### config.mk
export PLATFORM = sky130hd
export DESIGN_NAME = cfgconv_top
export DESIGN_NICKNAME = d
export VERILOG_FILES = /design/src/rtl/cfgconv_pkg.sv /design/src/rtl/cfgconv_field_decode.sv /design/src/rtl/cfgconv_idsel_gen.sv /design/src/rtl/cfgconv_route_sel.sv /design/src/rtl/cfgconv_top.sv
export SDC_FILE = /design/constraint.sdc
export NUM_CORES = 1
export LEC_CHECK = 0
export ABC_AREA = 1
export BUFFER_PORTS_ARGS = -buffer_cell sky130_fd_sc_hd__buf_2
export CAP_MARGIN = 20
export CORE_MARGIN = 5
export CORE_UTILIZATION = 46
export CTS_CLUSTER_SIZE = 28
export DETAILED_ROUTE_END_ITERATION = 10
export PLACE_DENSITY = 0.8
export SYNTH_ARGS = -nofsm -noshare
export SYNTH_HDL_FRONTEND = slang
export SYNTH_SLANG_ARGS = --single-unit
### constraint.sdc
create_clock -name clk -period 2.8 [get_ports clk]
set_clock_uncertainty 0.05 [all_clocks]
set_input_delay 0.14 -clock clk [delete_from_list [all_inputs] [get_ports clk]]
set_output_delay 0.14 -clock clk [all_outputs]
set_load 0.05 [all_outputs]
### src/rtl/cfgconv_pkg.sv
package cfgconv_pkg;
    localparam int ADDR_W   = 32;
    localparam int CMD_W    = 4;
    localparam int DEV_W    = 5;
    localparam int FN_W     = 3;
    localparam int REG_W    = 6;
    localparam int REG_LSB  = 2;
    localparam int FN_LSB   = REG_LSB + REG_W;
    localparam int DEV_LSB  = FN_LSB + FN_W;
    localparam int BUS_LSB  = DEV_LSB + DEV_W;
    localparam int DEC_W    = 24;

    localparam logic [CMD_W-1:0] CMD_SPECIAL = 4'h1;
    localparam logic [CMD_W-1:0] CMD_CFG_RD  = 4'hA;
    localparam logic [CMD_W-1:0] CMD_CFG_WR  = 4'hB;

    typedef enum logic [1:0] {
        ACT_DROP    = 2'd0,
        ACT_TYPE0   = 2'd1,
        ACT_TYPE1   = 2'd2,
        ACT_SPECIAL = 2'd3
    } act_e;

    typedef struct packed {
        logic              valid;
        act_e              act;
        logic [ADDR_W-1:0] addr;
        logic [CMD_W-1:0]  cmd;
        logic              single;
    } result_t;
endpackage

### src/rtl/cfgconv_field_decode.sv
module cfgconv_field_decode
    import cfgconv_pkg::*;
#(
    parameter int BUS_W = 8
) (
    input  logic [DEC_W-1:0] addr_lo,
    output logic             is_type1,
    output logic [BUS_W-1:0] bus_num,
    output logic [DEV_W-1:0] dev_num,
    output logic             spc_enc
);
    localparam logic [DEV_W-1:0] SPC_DEV = '1;
    localparam logic [FN_W-1:0]  SPC_FN  = '1;

    logic [FN_W-1:0]  fn_num;
    logic [REG_W-1:0] reg_num;

    always_comb begin
        is_type1 = (addr_lo[1:0] == 2'b01);
        bus_num  = addr_lo[BUS_LSB +: BUS_W];
        dev_num  = addr_lo[DEV_LSB +: DEV_W];
        fn_num   = addr_lo[FN_LSB +: FN_W];
        reg_num  = addr_lo[REG_LSB +: REG_W];
        spc_enc  = (dev_num == SPC_DEV) && (fn_num == SPC_FN) && (reg_num == '0);
    end
endmodule

### src/rtl/cfgconv_idsel_gen.sv
module cfgconv_idsel_gen
    import cfgconv_pkg::*;
#(
    parameter int SEL_N = 16
) (
    input  logic [DEV_W-1:0] dev_num,
    output logic [SEL_N-1:0] sel
);
    for (genvar i = 0; i < SEL_N; i++) begin : g_line
        assign sel[i] = (dev_num == DEV_W'(i));
    end
endmodule

### src/rtl/cfgconv_route_sel.sv
module cfgconv_route_sel
    import cfgconv_pkg::*;
#(
    parameter int BUS_W = 8
) (
    input  logic             from_sec,
    input  logic [CMD_W-1:0] cmd,
    input  logic             is_type1,
    input  logic [BUS_W-1:0] bus_num,
    input  logic             spc_enc,
    input  logic [BUS_W-1:0] pri_bus,
    input  logic [BUS_W-1:0] sec_bus,
    input  logic [BUS_W-1:0] sub_bus,
    output act_e             act
);
    logic is_cfg;
    logic is_wr;
    logic in_range;

    always_comb begin
        is_cfg   = (cmd == CMD_CFG_RD) || (cmd == CMD_CFG_WR);
        is_wr    = (cmd == CMD_CFG_WR);
        in_range = (bus_num > sec_bus) && (bus_num <= sub_bus);
        act      = ACT_DROP;
        if (is_cfg && is_type1) begin
            if (!from_sec) begin
                if (bus_num == sec_bus) begin
                    act = (is_wr && spc_enc) ? ACT_SPECIAL : ACT_TYPE0;
                end else if (in_range) begin
                    act = ACT_TYPE1;
                end
            end else if (is_wr && spc_enc && (bus_num == pri_bus)) begin
                act = ACT_SPECIAL;
            end
        end
    end
endmodule

### src/rtl/cfgconv_top.sv
module cfgconv_top
    import cfgconv_pkg::*;
#(
    parameter int BUS_W     = 8,
    parameter int IDSEL_LSB = 16,
    parameter int IDSEL_N   = 16
) (
    input  logic              clk,
    input  logic              rst_n,
    input  logic              req_valid,
    input  logic              req_from_sec,
    input  logic [3:0]        req_cmd,
    input  logic [31:0]       req_addr,
    input  logic [BUS_W-1:0]  pri_bus,
    input  logic [BUS_W-1:0]  sec_bus,
    input  logic [BUS_W-1:0]  sub_bus,
    output logic              out_valid,
    output logic [1:0]        out_action,
    output logic [31:0]       out_addr,
    output logic [3:0]        out_cmd,
    output logic              out_single
);
    localparam int KEEP_W = FN_LSB + FN_W - REG_LSB;

    logic             is_type1;
    logic [BUS_W-1:0] bus_num;
    logic [DEV_W-1:0] dev_num;
    logic             spc_enc;
    logic [IDSEL_N-1:0] idsel;
    act_e             act;
    result_t          res_d;
    result_t          res_q;

    cfgconv_field_decode #(.BUS_W(BUS_W)) u_dec (
        .addr_lo  (req_addr[DEC_W-1:0]),
        .is_type1 (is_type1),
        .bus_num  (bus_num),
        .dev_num  (dev_num),
        .spc_enc  (spc_enc)
    );

    cfgconv_idsel_gen #(.SEL_N(IDSEL_N)) u_sel (
        .dev_num (dev_num),
        .sel     (idsel)
    );

    cfgconv_route_sel #(.BUS_W(BUS_W)) u_route (
        .from_sec (req_from_sec),
        .cmd      (req_cmd),
        .is_type1 (is_type1),
        .bus_num  (bus_num),
        .spc_enc  (spc_enc),
        .pri_bus  (pri_bus),
        .sec_bus  (sec_bus),
        .sub_bus  (sub_bus),
        .act      (act)
    );

    always_comb begin
        res_d        = '0;
        res_d.valid  = req_valid;
        if (req_valid) begin
            res_d.act    = act;
            res_d.single = (act != ACT_DROP);
            unique case (act)
                ACT_TYPE0: begin
                    res_d.addr[IDSEL_LSB +: IDSEL_N]  = idsel;
                    res_d.addr[REG_LSB +: KEEP_W]     = req_addr[REG_LSB +: KEEP_W];
                    res_d.cmd                         = req_cmd;
                end
                ACT_TYPE1: begin
                    res_d.addr = req_addr;
                    res_d.cmd  = req_cmd;
                end
                ACT_SPECIAL: begin
                    res_d.addr = req_addr;
                    res_d.cmd  = CMD_SPECIAL;
                end
                default: begin
                    res_d.addr = '0;
                    res_d.cmd  = '0;
                end
            endcase
        end
    end

    always_ff @(posedge clk) begin
        if (!rst_n) begin
            res_q <= '0;
        end else begin
            res_q <= res_d;
        end
    end

    assign out_valid  = res_q.valid;
    assign out_action = res_q.act;
    assign out_addr   = res_q.addr;
    assign out_cmd    = res_q.cmd;
    assign out_single = res_q.single;
endmodule

==> flow_summary.toml <==
[clock_tree]
cts-root-buf = "clkbuf_8"
htreeDepth = 2
cts_setup_buffers = 0
cts_tree = "done"
cts_buffer_depth = 2
cts_hold_buf = 0
clkTransAtPathRegs_ns = 0.07
ctsResizeCount = 0
cts_made_buffers = 5
cts_sinks = 40

[pwr]
combPwrFrac_pct = 15.9
p_int_uw = 811
p_clk_share_pct = 32.1
ir_drop_v = 0.000162
p_sw_share_pct = 26.0
p_switching_uw = 286
power.leakage_uw = 0.00159
p_per_area_nw_per_um2 = 397
power_frac_seq_pct = 52.0

[timing]
whs_ns = 0.0224
fin_crit_ns = 2.42
hold_violations = 0
tightestPinTransition_ns = 0.437
drv_slew = 0
max_slew_margin_pct = 70.7
fmax_ghz = 0.413
final.period_utilization_pct = 86.4
rsz0062_at_grt = "no"
setup_tns_ns = 0
setup_viol = 0

[synthesis]
synthAdderAreaFrac_pct = 11.8
synth.distinct_cells = 27
synth_xor_area_share_pct = 0
netlist_instances = 301
syn-num-nets = 385
yosysWarnings = 0
synth_top_family_by_area = "simple AND/OR/NAND/NOR gates"
synth.avg_cell_area_sq_um = 7.03
synth-simple-area-share_pct = 31.3
seq_area_frac_synth_pct = 37.8
synth_compound_area_share_pct = 7.39
synth_mux_area_share_pct = 0
synth-seq-cells = 40
syn_area_sq_um = 2120

[placement]
numPortBuffers = 103
dp_cells = 453
gp_congestion = 0.818
hpwl_um = 4490

[finish]
nets = 492
area_growth_pct = 30.6
insertedDiodeCount = 0
mostFrequentLayoutCell = "buf_2"
fillers = 423
drive_above_1_share_pct = 31.4
stdcell_count = 460
final_cell_mix = "buf_2 (103), nand2_1 (72), inv_1 (57), nor2_1 (46), dfxtp_1 (40)"

[detailed_routing]
dr.pass1.iters = 6
first_iter_violations = 91
drt-total-wl_um = 5320
postRouteAntennaNets = 0
remaining_drc_errors = 0
vias = 2147
avgRoutedWirePerCell_um = 11.6
avgViaCountPerCell = 4.67

[grt]
grt_antenna_before_repair = 0
grt_max_degree = 27
gr-total-overflow = 0
grt_pass1_wl_um = 8770
grt_use_total_pct = 17.6
grt_pass1_vias = 2016

[die]
io_pins = 104
die_w_um = 77.8
initial_core_util_pct = 48.0
num_rows = 24
dieArea_sq_um = 6060
core_sq_um = 4410
fp.dieH_um = 77.8

[worst_setup_path]
path_class = "in -> reg"
start_kind = "primary input"
crit_start = "req_addr[23]"
crit_arrival_ns = 2.55
worst_setup_path_end_kind = "flip-flop"
crit_end = "out_addr[15]$_SDFF_PN0_"
worstPathMaxFanout = 17
cp.required_ns = 2.93

[status]
status = "complete, no violations"

[job]
maxCapViolCount = 0

[worst_hold_path]
hp-class = "in -> reg"
hold_path_startpoint = "req_cmd[2]"
## final cells by class
type                       count  area (sq um)  area share [%]
clock buffer                   5          68.8            2.49
clock inverter                 2          12.5           0.452
inverter                      62           233            8.42
multi-input combinational    196          1070            38.7
sequential                    40           801            29.0
tap                           52          65.1            2.35
timing repair buffer         103           515            18.6
## per-stage QoR
stage | util [%] | setup WS, ns | power, uW | area (sq um)
6_report | 62.6 | 0.380 | 1100 | 2770
5_1_grt | 62.6 | 0.0993 | 1160 | 2770
4_1_cts | 62.6 | 0.348 | 1110 | 2770
3_5_place_dp | 60.8 | 0.0572 | 759 | 2680
3_3_place_gp | 60.8 | 0.267 | 752 | 2680
2_1_floorplan | - | 0.726 | 679 | 2120
## worst max-delay path, cell delays in order
cell and delay [ns]:
buf_2 0.13, ha_1 0.31, nand2_1 0.08, nor2_1 0.16, nor3b_2 0.29, nor2_1 0.14, nor2_4 0.15, inv_1 0.07
ha_1 0.19, nor2_1 0.10, clkinv_1 0.37, nand2_1 0.35, nor2_1 0.07
## worst min-delay path by stage
stage	slack (ns)	to	depth (start not counted)
floorplan	0.20	out_addr[5]$_SDFF_PN0_	2
global placement	0.32	out_addr[2]$_SDFF_PN0_	3
detailed placement	0.32	out_addr[2]$_SDFF_PN0_	3
CTS	0.01	out_cmd[2]$_SDFF_PN0_	3
global route	0.01	out_cmd[2]$_SDFF_PN0_	3
finish	0.02	out_cmd[2]$_SDFF_PN0_	3
## cells by family (layout without fill, tap and decap cells)
group                    Yosys count  in the layout
buffers and inverters             65            172
AND/OR/NAND/NOR                  149            149
adder cells (fa/ha/maj)           20             20
AO/OA/AOI/OAI                     27             27
flip-flops                        40             40
## synthesized netlist by cell type, drive strengths merged
master | instances | area share [%]
a22oi | 4 | 1.4
clkbuf | 1 | 0.18
nand3b | 1 | 0.35
clkinv | 2 | 0.35
nand3 | 10 | 2.6
nor3b | 1 | 0.59
nand2 | 77 | 14
inv | 60 | 11
o21a | 1 | 0.35
buf | 2 | 0.47
o21bai | 1 | 0.35
nand4 | 5 | 1.5
a21oi | 20 | 4.9
nor3 | 4 | 1.7
a21o | 1 | 0.35
nor2 | 51 | 10
dfxtp | 40 | 38
ha | 20 | 12
## layer usage
metal / track usage, % / vias up / part of all wire [%]
li1: - / 1126 / -
met1: 20.7 / 956 / 40
met2: 31.1 / 57 / 52
met4: 6.19 / 0 / 1.6
met3: 3.94 / 8 / 5.7
met5: 0 / - / 0
## power groups by stage
stage          clock network [uW]  logic (uW)  registers (uW)
5_1_grt                       390         200             570
6_report                      352         174             570
2_1_floorplan                   0        90.5             589
3_3_place_gp                    0         169             583
3_5_place_dp                    0         175             583
4_1_cts                       362         176             570
## registers in the layout, summed over array words and instances, names as in the netlist
| register | cells |
|---|---|
| out_addr | 32 |
| out_cmd | 4 |
| out_action | 2 |
| out_single | 1 |
| out_valid | 1 |
Power figures use the tool's default switching activity.
